`src/rtl/sic_pkg.sv`:
```
`timescale 1ns/1ps
package sic_pkg;
    // Word indices within the register window (byte offset >> 2)
    localparam int unsigned WD_STATUS   = 0;
    localparam int unsigned WD_RAW      = 1;
    localparam int unsigned WD_EN_SET   = 2;
    localparam int unsigned WD_EN_CLR   = 3;
    localparam int unsigned WD_SOFT_SET = 4;
    localparam int unsigned WD_SOFT_CLR = 5;
    localparam int unsigned WD_FWD_SET  = 8;
    localparam int unsigned WD_FWD_CLR  = 9;
endpackage

```
`src/rtl/sic_wr_decode.sv`:
```
`timescale 1ns/1ps
module sic_wr_decode
    import sic_pkg::*;
#(
    parameter int unsigned NUM_SRC = 32,
    parameter int unsigned WADDR_W = 10,
    parameter logic [NUM_SRC-1:0] FWD_BAND = '0
) (
    input  logic               wr_en,
    input  logic [WADDR_W-1:0] addr,
    input  logic [NUM_SRC-1:0] wdata,
    input  logic [NUM_SRC-1:0] en_q,
    input  logic [NUM_SRC-1:0] fwd_q,
    output logic [NUM_SRC-1:0] en_d,
    output logic [NUM_SRC-1:0] fwd_d
);
    logic nonzero;
    assign nonzero = |wdata;

    always_comb begin
        en_d  = en_q;
        fwd_d = fwd_q;
        if (wr_en) begin
            case (addr)
                WADDR_W'(WD_EN_SET):   en_d = en_q | wdata;
                WADDR_W'(WD_EN_CLR):   en_d = en_q & ~wdata;
                WADDR_W'(WD_SOFT_SET): if (nonzero) en_d[0] = 1'b1;
                WADDR_W'(WD_SOFT_CLR): if (nonzero) en_d[0] = 1'b0;
                WADDR_W'(WD_FWD_SET):  fwd_d = fwd_q | (wdata & FWD_BAND);
                WADDR_W'(WD_FWD_CLR):  fwd_d = fwd_q & ~wdata;
                default: ;
            endcase
        end
    end
endmodule

```
`src/rtl/sic_rd_mux.sv`:
```
`timescale 1ns/1ps
module sic_rd_mux
    import sic_pkg::*;
#(
    parameter int unsigned NUM_SRC = 32,
    parameter int unsigned WADDR_W = 10
) (
    input  logic [WADDR_W-1:0] addr,
    input  logic [NUM_SRC-1:0] raw_q,
    input  logic [NUM_SRC-1:0] en_q,
    input  logic [NUM_SRC-1:0] fwd_q,
    output logic [NUM_SRC-1:0] rd_word
);
    always_comb begin
        rd_word = '0;
        case (addr)
            WADDR_W'(WD_STATUS):   rd_word = raw_q & en_q;
            WADDR_W'(WD_RAW):      rd_word = raw_q;
            WADDR_W'(WD_EN_SET):   rd_word = en_q;
            WADDR_W'(WD_SOFT_SET): rd_word = {{(NUM_SRC-1){1'b0}}, raw_q[0]};
            WADDR_W'(WD_FWD_SET):  rd_word = fwd_q;
            default:               rd_word = '0;
        endcase
    end
endmodule

```
`src/rtl/sic_line_map.sv`:
```
`timescale 1ns/1ps
module sic_line_map #(
    parameter int unsigned NUM_SRC  = 32,
    parameter int unsigned AGG_LINE = 31,
    parameter logic [NUM_SRC-1:0] FWD_BAND = '0
) (
    input  logic [NUM_SRC-1:0] raw_d,
    input  logic [NUM_SRC-1:0] en_d,
    input  logic [NUM_SRC-1:0] fwd_d,
    output logic [NUM_SRC-1:0] line_d
);
    logic agg;
    assign agg = |(raw_d & en_d);

    for (genvar i = 0; i < NUM_SRC; i++) begin : g_line
        assign line_d[i] = (i == AGG_LINE) ? agg
                         : (FWD_BAND[i] & fwd_d[i] & raw_d[i]);
    end
endmodule

```
`src/rtl/sic_aggregator.sv`:
```
`timescale 1ns/1ps
module sic_aggregator #(
    parameter int unsigned NUM_SRC  = 32,
    parameter int unsigned AGG_LINE = 31,
    parameter int unsigned FWD_LO   = 21,
    parameter int unsigned FWD_HI   = 30,
    parameter int unsigned WADDR_W  = 10
) (
    input  logic               clk,
    input  logic               rst,
    input  logic [NUM_SRC-1:0] irq_in,
    input  logic               wr_en,
    input  logic               rd_en,
    input  logic [WADDR_W-1:0] addr,
    input  logic [NUM_SRC-1:0] wdata,
    output logic [NUM_SRC-1:0] rdata,
    output logic [NUM_SRC-1:0] irq_out
);
    function automatic logic [NUM_SRC-1:0] band_of(input int unsigned lo, input int unsigned hi);
        logic [NUM_SRC-1:0] m;
        m = '0;
        for (int unsigned i = 0; i < NUM_SRC; i++) begin
            if (i >= lo && i <= hi) m[i] = 1'b1;
        end
        return m;
    endfunction

    localparam logic [NUM_SRC-1:0] FWD_BAND = band_of(FWD_LO, FWD_HI);

    typedef struct packed {
        logic [NUM_SRC-1:0] raw;
        logic [NUM_SRC-1:0] en;
        logic [NUM_SRC-1:0] fwd;
        logic [NUM_SRC-1:0] line;
        logic [NUM_SRC-1:0] rdat;
    } sic_state_t;

    sic_state_t st_d, st_q;

    logic [NUM_SRC-1:0] raw_q, en_q, fwd_q;
    logic [NUM_SRC-1:0] en_nx, fwd_nx, line_nx, rd_word;

    assign raw_q = st_q.raw;
    assign en_q  = st_q.en;
    assign fwd_q = st_q.fwd;

    sic_wr_decode #(
        .NUM_SRC (NUM_SRC),
        .WADDR_W (WADDR_W),
        .FWD_BAND(FWD_BAND)
    ) wr_dec_i (
        .wr_en (wr_en),
        .addr  (addr),
        .wdata (wdata),
        .en_q  (en_q),
        .fwd_q (fwd_q),
        .en_d  (en_nx),
        .fwd_d (fwd_nx)
    );

    sic_rd_mux #(
        .NUM_SRC (NUM_SRC),
        .WADDR_W (WADDR_W)
    ) rd_mux_i (
        .addr    (addr),
        .raw_q   (raw_q),
        .en_q    (en_q),
        .fwd_q   (fwd_q),
        .rd_word (rd_word)
    );

    sic_line_map #(
        .NUM_SRC  (NUM_SRC),
        .AGG_LINE (AGG_LINE),
        .FWD_BAND (FWD_BAND)
    ) line_map_i (
        .raw_d  (irq_in),
        .en_d   (en_nx),
        .fwd_d  (fwd_nx),
        .line_d (line_nx)
    );

    always_comb begin
        st_d      = st_q;
        st_d.raw  = irq_in;
        st_d.en   = en_nx;
        st_d.fwd  = fwd_nx;
        st_d.line = line_nx;
        st_d.rdat = rd_en ? rd_word : st_q.rdat;
    end

    always_ff @(posedge clk) begin
        if (rst) st_q <= '0;
        else     st_q <= st_d;
    end

    assign rdata   = st_q.rdat;
    assign irq_out = st_q.line;
endmodule

```
`config.mk`:
```
export PLATFORM = sky130hd
export DESIGN_NAME = sic_aggregator
export DESIGN_NICKNAME = d
export VERILOG_FILES = /design/src/rtl/sic_pkg.sv /design/src/rtl/sic_wr_decode.sv /design/src/rtl/sic_rd_mux.sv /design/src/rtl/sic_line_map.sv /design/src/rtl/sic_aggregator.sv
export SDC_FILE = /design/constraint.sdc
export NUM_CORES = 1
export LEC_CHECK = 0
export ABC_AREA = 1
export BUFFER_PORTS_ARGS = -buffer_cell sky130_fd_sc_hd__buf_2
export CORE_UTILIZATION = 49
export DETAILED_ROUTE_END_ITERATION = 10
export PLACE_DENSITY = 0.78
export SYNTH_ARGS = -nofsm -noshare
export SYNTH_HDL_FRONTEND = slang
export SYNTH_SLANG_ARGS = --single-unit
```
`constraint.sdc`:
```
create_clock -name clk -period 1.45 [get_ports clk]
set_input_delay 0.0725 -clock clk [delete_from_list [all_inputs] [get_ports clk]]
set_output_delay 0.0725 -clock clk [all_outputs]
set_load 0.02 [all_outputs]
```
* Word-level counts from Yosys, hierarchy flattened
Index checks and enable logic that the tools add are counted.
** Operators by class
- Add/subtract/negate cells :: 0
- $mul :: 0
- Divide/modulo/power cells :: 0
- $lt $le $gt $ge :: 0
- Equal/unequal tests :: 7
- Shift-type cells :: 0
- Multiplexer cells :: 8
- Bitwise logic cells :: 17
- Reductions and logical operators :: 5
** Operator list (count)
- $pmux W32 S5 :: 1
- $and A32 B32 Y32 :: 4
- $pmux W32 S2 :: 1
- $reduce_or A32 Y1 :: 2
- $pmux W31 S2 :: 1
- $mux W32 :: 1
- $not A32 Y32 :: 1
- $or A32 B31 Y32 :: 1
- $or A32 B32 Y32 :: 1
- $mux W31 :: 1
- $eq A10 B2 Y1 const B :: 2
- $eq A10 B3 Y1 const B :: 2
- $eq A10 B4 Y1 const B :: 2
- $and A1 B1 Y1 :: 10
- $eq A10 B1 Y1 const B :: 1
- $logic_not A10 Y1 :: 1
- $pmux W1 S4 :: 1
- $mux W1 :: 2
- $reduce_and A2 Y1 :: 1
- $reduce_bool A2 Y1 :: 1
** Storage, ports and cells
- Register bits after elaboration :: 160
- Latch bits :: 0
- RAM bits :: 0
- Memory bits (read-only) :: 0
- Output and inout bits :: 64
- Logic and storage cells :: 44
- Memories kept :: 0

* Logic depth before layout (Yosys ltp)
Gate-level depths: netlist (run 1).
- Word-level depth :: 6
- Gate-level depth with buffers :: 15
- Mapped depth without buffers :: 14

* Hierarchy
A second synthesis (run 1) with hierarchy kept.
** Unflattened totals
- Cells, all modules :: 1200
- Area total of the unflattened synthesis :: 8061.5 sq um
** By module, submodules not included
- sic_aggregator :: times used 1, cells an instance 601, area an instance 5028.6 sq um, sequential area each 3203.1 sq um
- sic_rd_mux :: times used 1, cells an instance 255, area an instance 1342.5 sq um, sequential area each 0.0 sq um
- sic_wr_decode :: times used 1, cells an instance 238, area an instance 1209.9 sq um, sequential area each 0.0 sq um
- sic_line_map :: times used 1, cells an instance 106, area an instance 480.5 sq um, sequential area each 0.0 sq um

* Worst setup path before layout (run 1)
No wires, ideal clock.
- Path kind :: input -> register
- From :: in addr[0]
- To :: reg st_q, in the netlist fwd_q[10]
- Library setup time :: 0.111 ns
- Arrival :: 1.227 ns
- Data required time :: 1.339 ns
- Setup slack :: 0.112 ns
- Stages :: 8
- Buffers on the path :: 3
- Path through :: buf_2 > inv_1 > buf_2 > nor2_2 > clkbuf_1 > nand3_1 > nand3_1 > inv_1
** Between the ends
- Cells in the longest elaborated chain, start to end :: 3
- Elaborated cells between the ends (all ways) :: 5
** RTL lines
- start, declared :: RTL line sic_aggregator.sv:14 : input logic [WADDR_W-1:0] addr,
- $eq A10 B4 Y1 :: RTL line sic_wr_decode.sv:24 : case (addr)
- $reduce_bool A2 Y1 (no source line)
- $reduce_and A2 Y1 (no source line)
- end signal, assigned :: RTL line sic_aggregator.sv:94 : else st_q <= st_d;
- end, declared :: RTL line sic_aggregator.sv:38 : sic_state_t st_d, st_q;
Several ways; a longest one is shown, not always the timed one.
A chain may end at the register's enable or synchronous reset.

* Worst setup path in the final report (run 1)
- From :: in wdata[15]
- To :: reg st_q, in the netlist irq_out[31]
** Between the ends
- Cells in the longest elaborated chain, start to end :: 6
- Elaborated cells between the ends (all ways) :: 11
** RTL lines
- start, declared :: RTL line sic_aggregator.sv:15 : input logic [NUM_SRC-1:0] wdata,
- $reduce_or A32 Y1 or $not A32 Y32 (tied branches) :: RTL line sic_wr_decode.sv:18, sic_wr_decode.sv:26
- $mux W1 (tied with other cells) :: RTL line sic_wr_decode.sv:28 : WADDR_W'(WD_SOFT_CLR): if (nonzero) en_d[0] = 1'b0;
- $pmux W1 S4 or $pmux W31 S2 (tied branches) :: RTL line sic_wr_decode.sv:24
- $mux W32 * :: RTL line sic_wr_decode.sv:23 : if (wr_en) begin
- $and A32 B32 Y32 * :: RTL line sic_line_map.sv:13 : assign agg = |(raw_d & en_d);
- $reduce_or A32 Y1 * :: RTL line sic_line_map.sv:13
Every way passes the cells marked *; elsewhere a longest branch is shown, timed or not.

==> reports/results.tsv, run 1 <==
metric	value	unit
first_pass_iters	6	
synth.top_cell.area_share	42.12	%
clk_latency	0.43	ns
place_inst	1312	
synthToLayoutAreaGrowth	39.02	%
syn-mean-instance-area	6.640	um2
drive_above_1_share	21.44	%
cts_buffers	17	
end_kind	flop	
grt_pass1_vias	6899	
power_leakage	0.004711	uW
routed-via-count	7508	
viasPerCell	5.371	
worstMarginPinSlew	0.5247	ns
multi_input_area	0.003134	mm2
status	finished clean	
power_density	1002	mW/mm2
maxCapViolCount	0	
coreArea	0.01319	mm2
dpl_cell_area	0.007797	mm2
hp-class	input port to flop	
swShare	22.95	%
clock_sinks	139	
grt_first_pass_wirelength	33.41	mm
crit_family	simple AND/OR/NAND/NOR gates	
nets	1288	
yosysWarnings	0	
ant_nets	0	
slew_violations	0	
fmax	708.3	MHz
synthesis.area	0.006606	mm2
wl	21.65	mm
synthCells	995	
fin_worst_skew	0.01042	ns
setup_viol	0	
critPathLaunchType	input port	
reg2reg_from	en_q[3]	
ff2ff_setup_slack	0.29	ns
num_io_pins	142	
cp.arrival	1.74	ns
crit_slowest_cell	dlygate4sd3_1	
worstPathMaxFanout	3	
design_area	0.009184	mm2
cts-root-buf	clkbuf_16	
cts_tree	done	
seq_power_share	42.2	%
grt_max_degree	51	
layout_min_cycle_time	1.412	ns
avgRoutedWirePerCell	15.49	um
worstPathRequired	1.77	ns
drc	0	
grt_usage	30.64	%
num_rows	42	
crit_start	wdata[15]	
finalCritPeriodShare	97.37	%
irDropWorstVdd	0.0007050	V
critPathMostFrequentCell	nand2_1	
hold_viol_final	0	
antennaDiodeCount	0	
relSlewSlack	64.70	%
start_util	50.09	%
io_buffers	120	
p_int	7093	uW
clkSlewWorstSetupHoldPaths	0.06	ns
instances_no_fill	1398	
die-area	0.01395	mm2
cts.path.max_buffers	2	
cp_num_buf_inv	2	
clkPwrFrac	49.0	%
pwr-share-comb	8.9	%
fp.dieW	118.1	um
fillCellCount	1034	
worstPathCellList	dlygate4sd3_1 > buf_4 > nor4_4 > nand4_1 > nor2_1 > nand2_1 > nand3b_1 > nand2_1 > nand3_2 > nand2_1	
min_from	rst	
place_congestion	0.9433	
chipHeight	118.1	um
h-tree-depth	4	
ys_types	30	
dp_hpwl	13.92	mm
netSwitchingPower	2112	uW
worstSetupPathType	input port to flop	
area.sequential	0.002783	mm2
synth_top_area_cell	dfxtp_1	
ys_ff_latch	139	
synth_area_leaders	dfxtp_1 (42%), nand2_1 (18%), inv_1 (6.7%)	
antenna_found_initial	0	
drtIter0Drc	840	
cpPeakStageDelay	0.54	ns
synth_seq_area_share	42.12	%
grt_overflow	0	
metal layers:
layer | global-route usage (%) | part of all wire, %
met1 | 39.08 | 40
met2 | 48.16 | 46
met3 | 6.928 | 9.8
met4 | 16.11 | 3.8
met5 | 0 | 0
what timing repair did:
action                     in CTS  in global routing
hold endpoints to repair       61                  0
setup buffers                   0                  3
resized for setup               0                 46
hold buffers                   51                  0
setup endpoints to repair       0                 18
sequential cells by signal (all words and copies together) (netlist names):
name	cells
en_q	32
rdata	32
raw_q	32
fwd_q	32
irq_out	11
synthesized netlist by cell type, drive strengths merged:
| master | instances |
|---|---|
| o211ai | 5 |
| o21ai | 61 |
| buf | 57 |
| a31oi | 1 |
| nand3b | 2 |
| o2111ai | 2 |
| a21oi | 64 |
| clkinv | 1 |
| nor2 | 66 |
| a22oi | 2 |
| nand2 | 329 |
| a21boi | 1 |
| dfxtp | 139 |
| a41oi | 1 |
| inv | 120 |
| nand3 | 69 |
| clkbuf | 22 |
| nand4 | 34 |
| nor4 | 6 |
| conb | 1 |
| nor3 | 12 |
layout by cell type (no fill, tap or decap), types with 3 or more instances in the layout:
master / count
buf_6: 6
nor2_2: 6
buf_2: 110
buf_4: 74
buf_12: 11
nor3_1: 11
dlymetal6s4s_1: 4
a21oi_1: 64
conb_1: 21
nand2_2: 9
clkinv_2: 3
clkbuf_16: 20
bufinv_16: 4
nor4_4: 4
nand3_1: 67
o21ai_0: 39
dlygate4sd3_1: 47
nor2_1: 54
o21ai_1: 22
nand2_1: 320
clkbuf_1: 5
nor2_4: 6
dfxtp_1: 139
inv_1: 117
nand4_1: 34
o211ai_1: 5
power by group through the flow:
stage               sequential, uW  combinational, uW  clock, uW
floorplan                     3960                345          0
global placement              3960                635          0
detailed placement            3970                639          0
CTS                           3880                750       4520
global route                  3880                863       4710
finish                        3880                815       4510
cell type report:
cell class                      count  area share [%]
Clock inverter                      8           1.553
Sequential cell                   139           30.30
Multi-Input combinational cell    676           34.13
Inverter                          121           4.973
Clock buffer                       23           4.986
Tap cell                          176           2.398
Timing Repair Buffer              255           21.66
final timing paths:
path / cells past startpoint / end
min reg2reg: 2 / fwd_q[6]
max reg2reg: 10 / irq_out[31]
min: 2 / raw_q[13]
max: 10 / irq_out[31]
cell families after synthesis:
family | synth area share [%]
simple gates | 33.24
buf+inv | 13.43
flops | 42.12
compound gates | 11.16
other cells | 0.05676
per-stage QoR:
step	util, %	hold slack, ns	setup WS, ns	total power, uW	setup TNS [ns]
finish	69.63	0.009174	0.03809	9206	0
global route	69.63	0.01178	-0.04478	9460	-0.04586
floorplan	-	0.1795	0.1119	4306	0
CTS	67.54	0.001413	0.01587	9150	0
global placement	59.12	0.3016	-0.3283	4599	-8.569
detailed placement	59.12	0.3064	-0.3701	4604	-9.668
worst register-to-register path, delay by kind of cell, from the launching register on:
family        cells  cell delay (ns)
flops             1             0.31
simple gates     10             0.74
Power figures use the tool's default switching activity.
==> run 2: changes to the inputs <==
--- a/config.mk
+++ b/config.mk
@@ -7,9 +7,9 @@
 export LEC_CHECK = 0
 export ABC_AREA = 1
 export BUFFER_PORTS_ARGS = -buffer_cell sky130_fd_sc_hd__buf_2
-export CORE_UTILIZATION = 49
+export CORE_UTILIZATION = 50
 export DETAILED_ROUTE_END_ITERATION = 10
-export PLACE_DENSITY = 0.78
+export PLACE_DENSITY = 0.76
 export SYNTH_ARGS = -nofsm -noshare
 export SYNTH_HDL_FRONTEND = slang
 export SYNTH_SLANG_ARGS = --single-unit
==> constraint.sdc (replaced) <==
create_clock -name clk -period 1.6 [get_ports clk]
set_input_delay 0.08 -clock clk [delete_from_list [all_inputs] [get_ports clk]]
set_output_delay 0.08 -clock clk [all_outputs]
set_load 0.02 [all_outputs]
==> reports/results.tsv, run 2 (synthesis gave the netlist of run 1 again) <==
metric	value	unit	change
final_cell_mix	nand2_1 (323), dfxtp_1 (139), inv_1 (118), buf_2 (118), nand3_1 (69)		
antennaDiodeCount	0		unchanged
cts-root-buf	clkbuf_16		
pwr-share-comb	8.5	%	-0.4 points
antenna_found_initial	0		unchanged
h-tree-depth	4		unchanged
wl	20.44	mm	-5.6%
grt_pass1_vias	6438		-6.7%
crit_start	addr[3]		
clkPwrFrac	46.9	%	-2.1 points
num_io_pins	142		unchanged
viasPerCell	5.193		-3.3%
cp.arrival	1.81	ns	+0.07 ns
min_from	wdata[3]		
power_leakage	0.004518	uW	-4.1%
synthToLayoutAreaGrowth	32.75	%	
fin_tns_setup	0	ns	unchanged
coreArea	0.01277	mm2	-3.2%
ff2ff_setup_slack	0.35	ns	+0.06 ns
cts_tree	done		
design_area	0.008770	mm2	-4.5%
maxCapViolCount	0		unchanged
fp.dieW	116.9	um	-0.99%
status	finished clean		
dp_hpwl	13.55	mm	-2.7%
swShare	23.53	%	+0.58 points
start_util	51.72	%	+1.6 points
irDropWorstVdd	0.0007736	V	+9.7%
cts_buffers	17		unchanged
final_common_cell	nand2_1		
grt_usage	30.05	%	-0.59 points
finalCritPeriodShare	93.85	%	
first_pass_iters	5		-1
worstPathRequired	1.91	ns	+0.14 ns
grt_first_pass_wirelength	31.04	mm	-7.1%
num_rows	41		-2.4%
fmax	666.0	MHz	
grt_max_degree	91		+78%
reg2reg_from	en_q[29]		
dpl_cell_area	0.007572	mm2	-2.9%
worstMarginPinSlew	0.8710	ns	+0.3463 ns
p_int	6034	uW	-15%
avgRoutedWirePerCell	15.00	um	-3.1%
cts.path.max_buffers	2		unchanged
drc	0		unchanged
end_kind	flop		
clk_latency	0.43	ns	about the same
place_congestion	0.8902		-5.6%
hold_viol_final	0		unchanged
worst_slack	0.09842	ns	+0.06034 ns
io_buffers	120		unchanged
fin_worst_skew	0.007740	ns	-0.002680 ns
routed-via-count	7078		-5.7%
die-area	0.01368	mm2	-2.0%
relSlewSlack	41.87	%	-23 points
chipHeight	116.9	um	-0.99%
setup_viol	0		unchanged
critPathLaunchType	input port		
ant_nets	0		unchanged
clock_sinks	139		unchanged
fin_util	68.66	%	-0.97 points
post-place-ws	-0.3740	ns	-0.003953 ns
worstPathMaxFanout	7		+4
fillCellCount	1090		+5.4%
power_density	899.8	mW/mm2	-10%
netSwitchingPower	1857	uW	-12%
reg2regPathDepth	10		unchanged
slew_violations	0		unchanged
layout_min_cycle_time	1.502	ns	
worstHoldPathCells	4		+2
worstSetupPathType	input port to flop		
drive_above_1_share	18.89	%	-2.5 points
hp-class	input port to flop		
nets	1259		-2.3%
clkSlewWorstSetupHoldPaths	0.06	ns	about the same
grt_overflow	0		unchanged
seq_power_share	44.6	%	+2.4 points
drtIter0Drc	606		-28%
==> run 2: cell type report <==
class | count | area (um2) | area share [%]
clock buffer | 27 | 503.0 | 5.735
multi-input combinational | 676 | 3060 | 34.90
sequential | 139 | 2783 | 31.73
timing repair buffer | 226 | 1719 | 19.60
inverter | 121 | 454.2 | 5.179
clock inverter | 2 | 35.03 | 0.3995
tap | 172 | 215.2 | 2.454
==> run 2: stage by stage <==
step / hold slack (ns) / total power [uW] / std cells
CTS: 0.0003327 / 7841 / 1352
global placement: 0.3012 / 4143 / 1277
floorplan: 0.1870 / 3903 / 1015
finish: 0.007640 / 7891 / 1363
detailed placement: 0.3031 / 4145 / 1277
global route: 0.01045 / 8120 / 1363
==> run 2: critical path, cell delays in order <==
cell and delay (ns):
buf_2 0.12, nor2_4 0.12, nand2_2 0.08, nor2_4 0.21, buf_4 0.17, clkbuf_16 0.15
nand3_1 0.07, nand2_1 0.09, nand2_1 0.05, nand2_1 0.05, nand2_1 0.07, nor2_1 0.15
nand2_1 0.08, nor2_1 0.11, nand2_1 0.06, nand2_1 0.07, nand2_2 0.07
==> run 2: worst paths after layout <==
| kind | to |
|---|---|
| worst min register to register | fwd_q[7] |
| worst max-delay path | irq_out[31] |
| worst max register to register | irq_out[31] |
| worst min-delay path | fwd_q[3] |
==> run 2: routing by layer <==
metal	GRT usage [%]	share of wire, %	up-vias
li1	-	-	3481
met1	39.34	44	3234
met2	48.80	46	312
met3	5.561	7.4	51
met4	12.49	2.5	0
met5	0	0	-
==> run 2: timing repair <==
| action | 4_1_cts | 5_1_grt |
|---|---|---|
| endpoints found under the hold margin | 57 | 0 |
| resized for setup | 0 | 16 |
| hold buffers | 46 | 0 |
| setup buffers | 0 | 8 |
| setup endpoints to repair | 0 | 5 |
==> run 2: power by group through the flow <==
| stage | clock network (uW) | logic, uW | registers [uW] |
|---|---|---|---|
| after floorplan | 0 | 313 | 3590 |
| final | 3700 | 668 | 3520 |
| after global placement | 0 | 547 | 3600 |
| after CTS | 3680 | 637 | 3520 |
| after detailed placement | 0 | 549 | 3600 |
| after global routing | 3880 | 718 | 3520 |
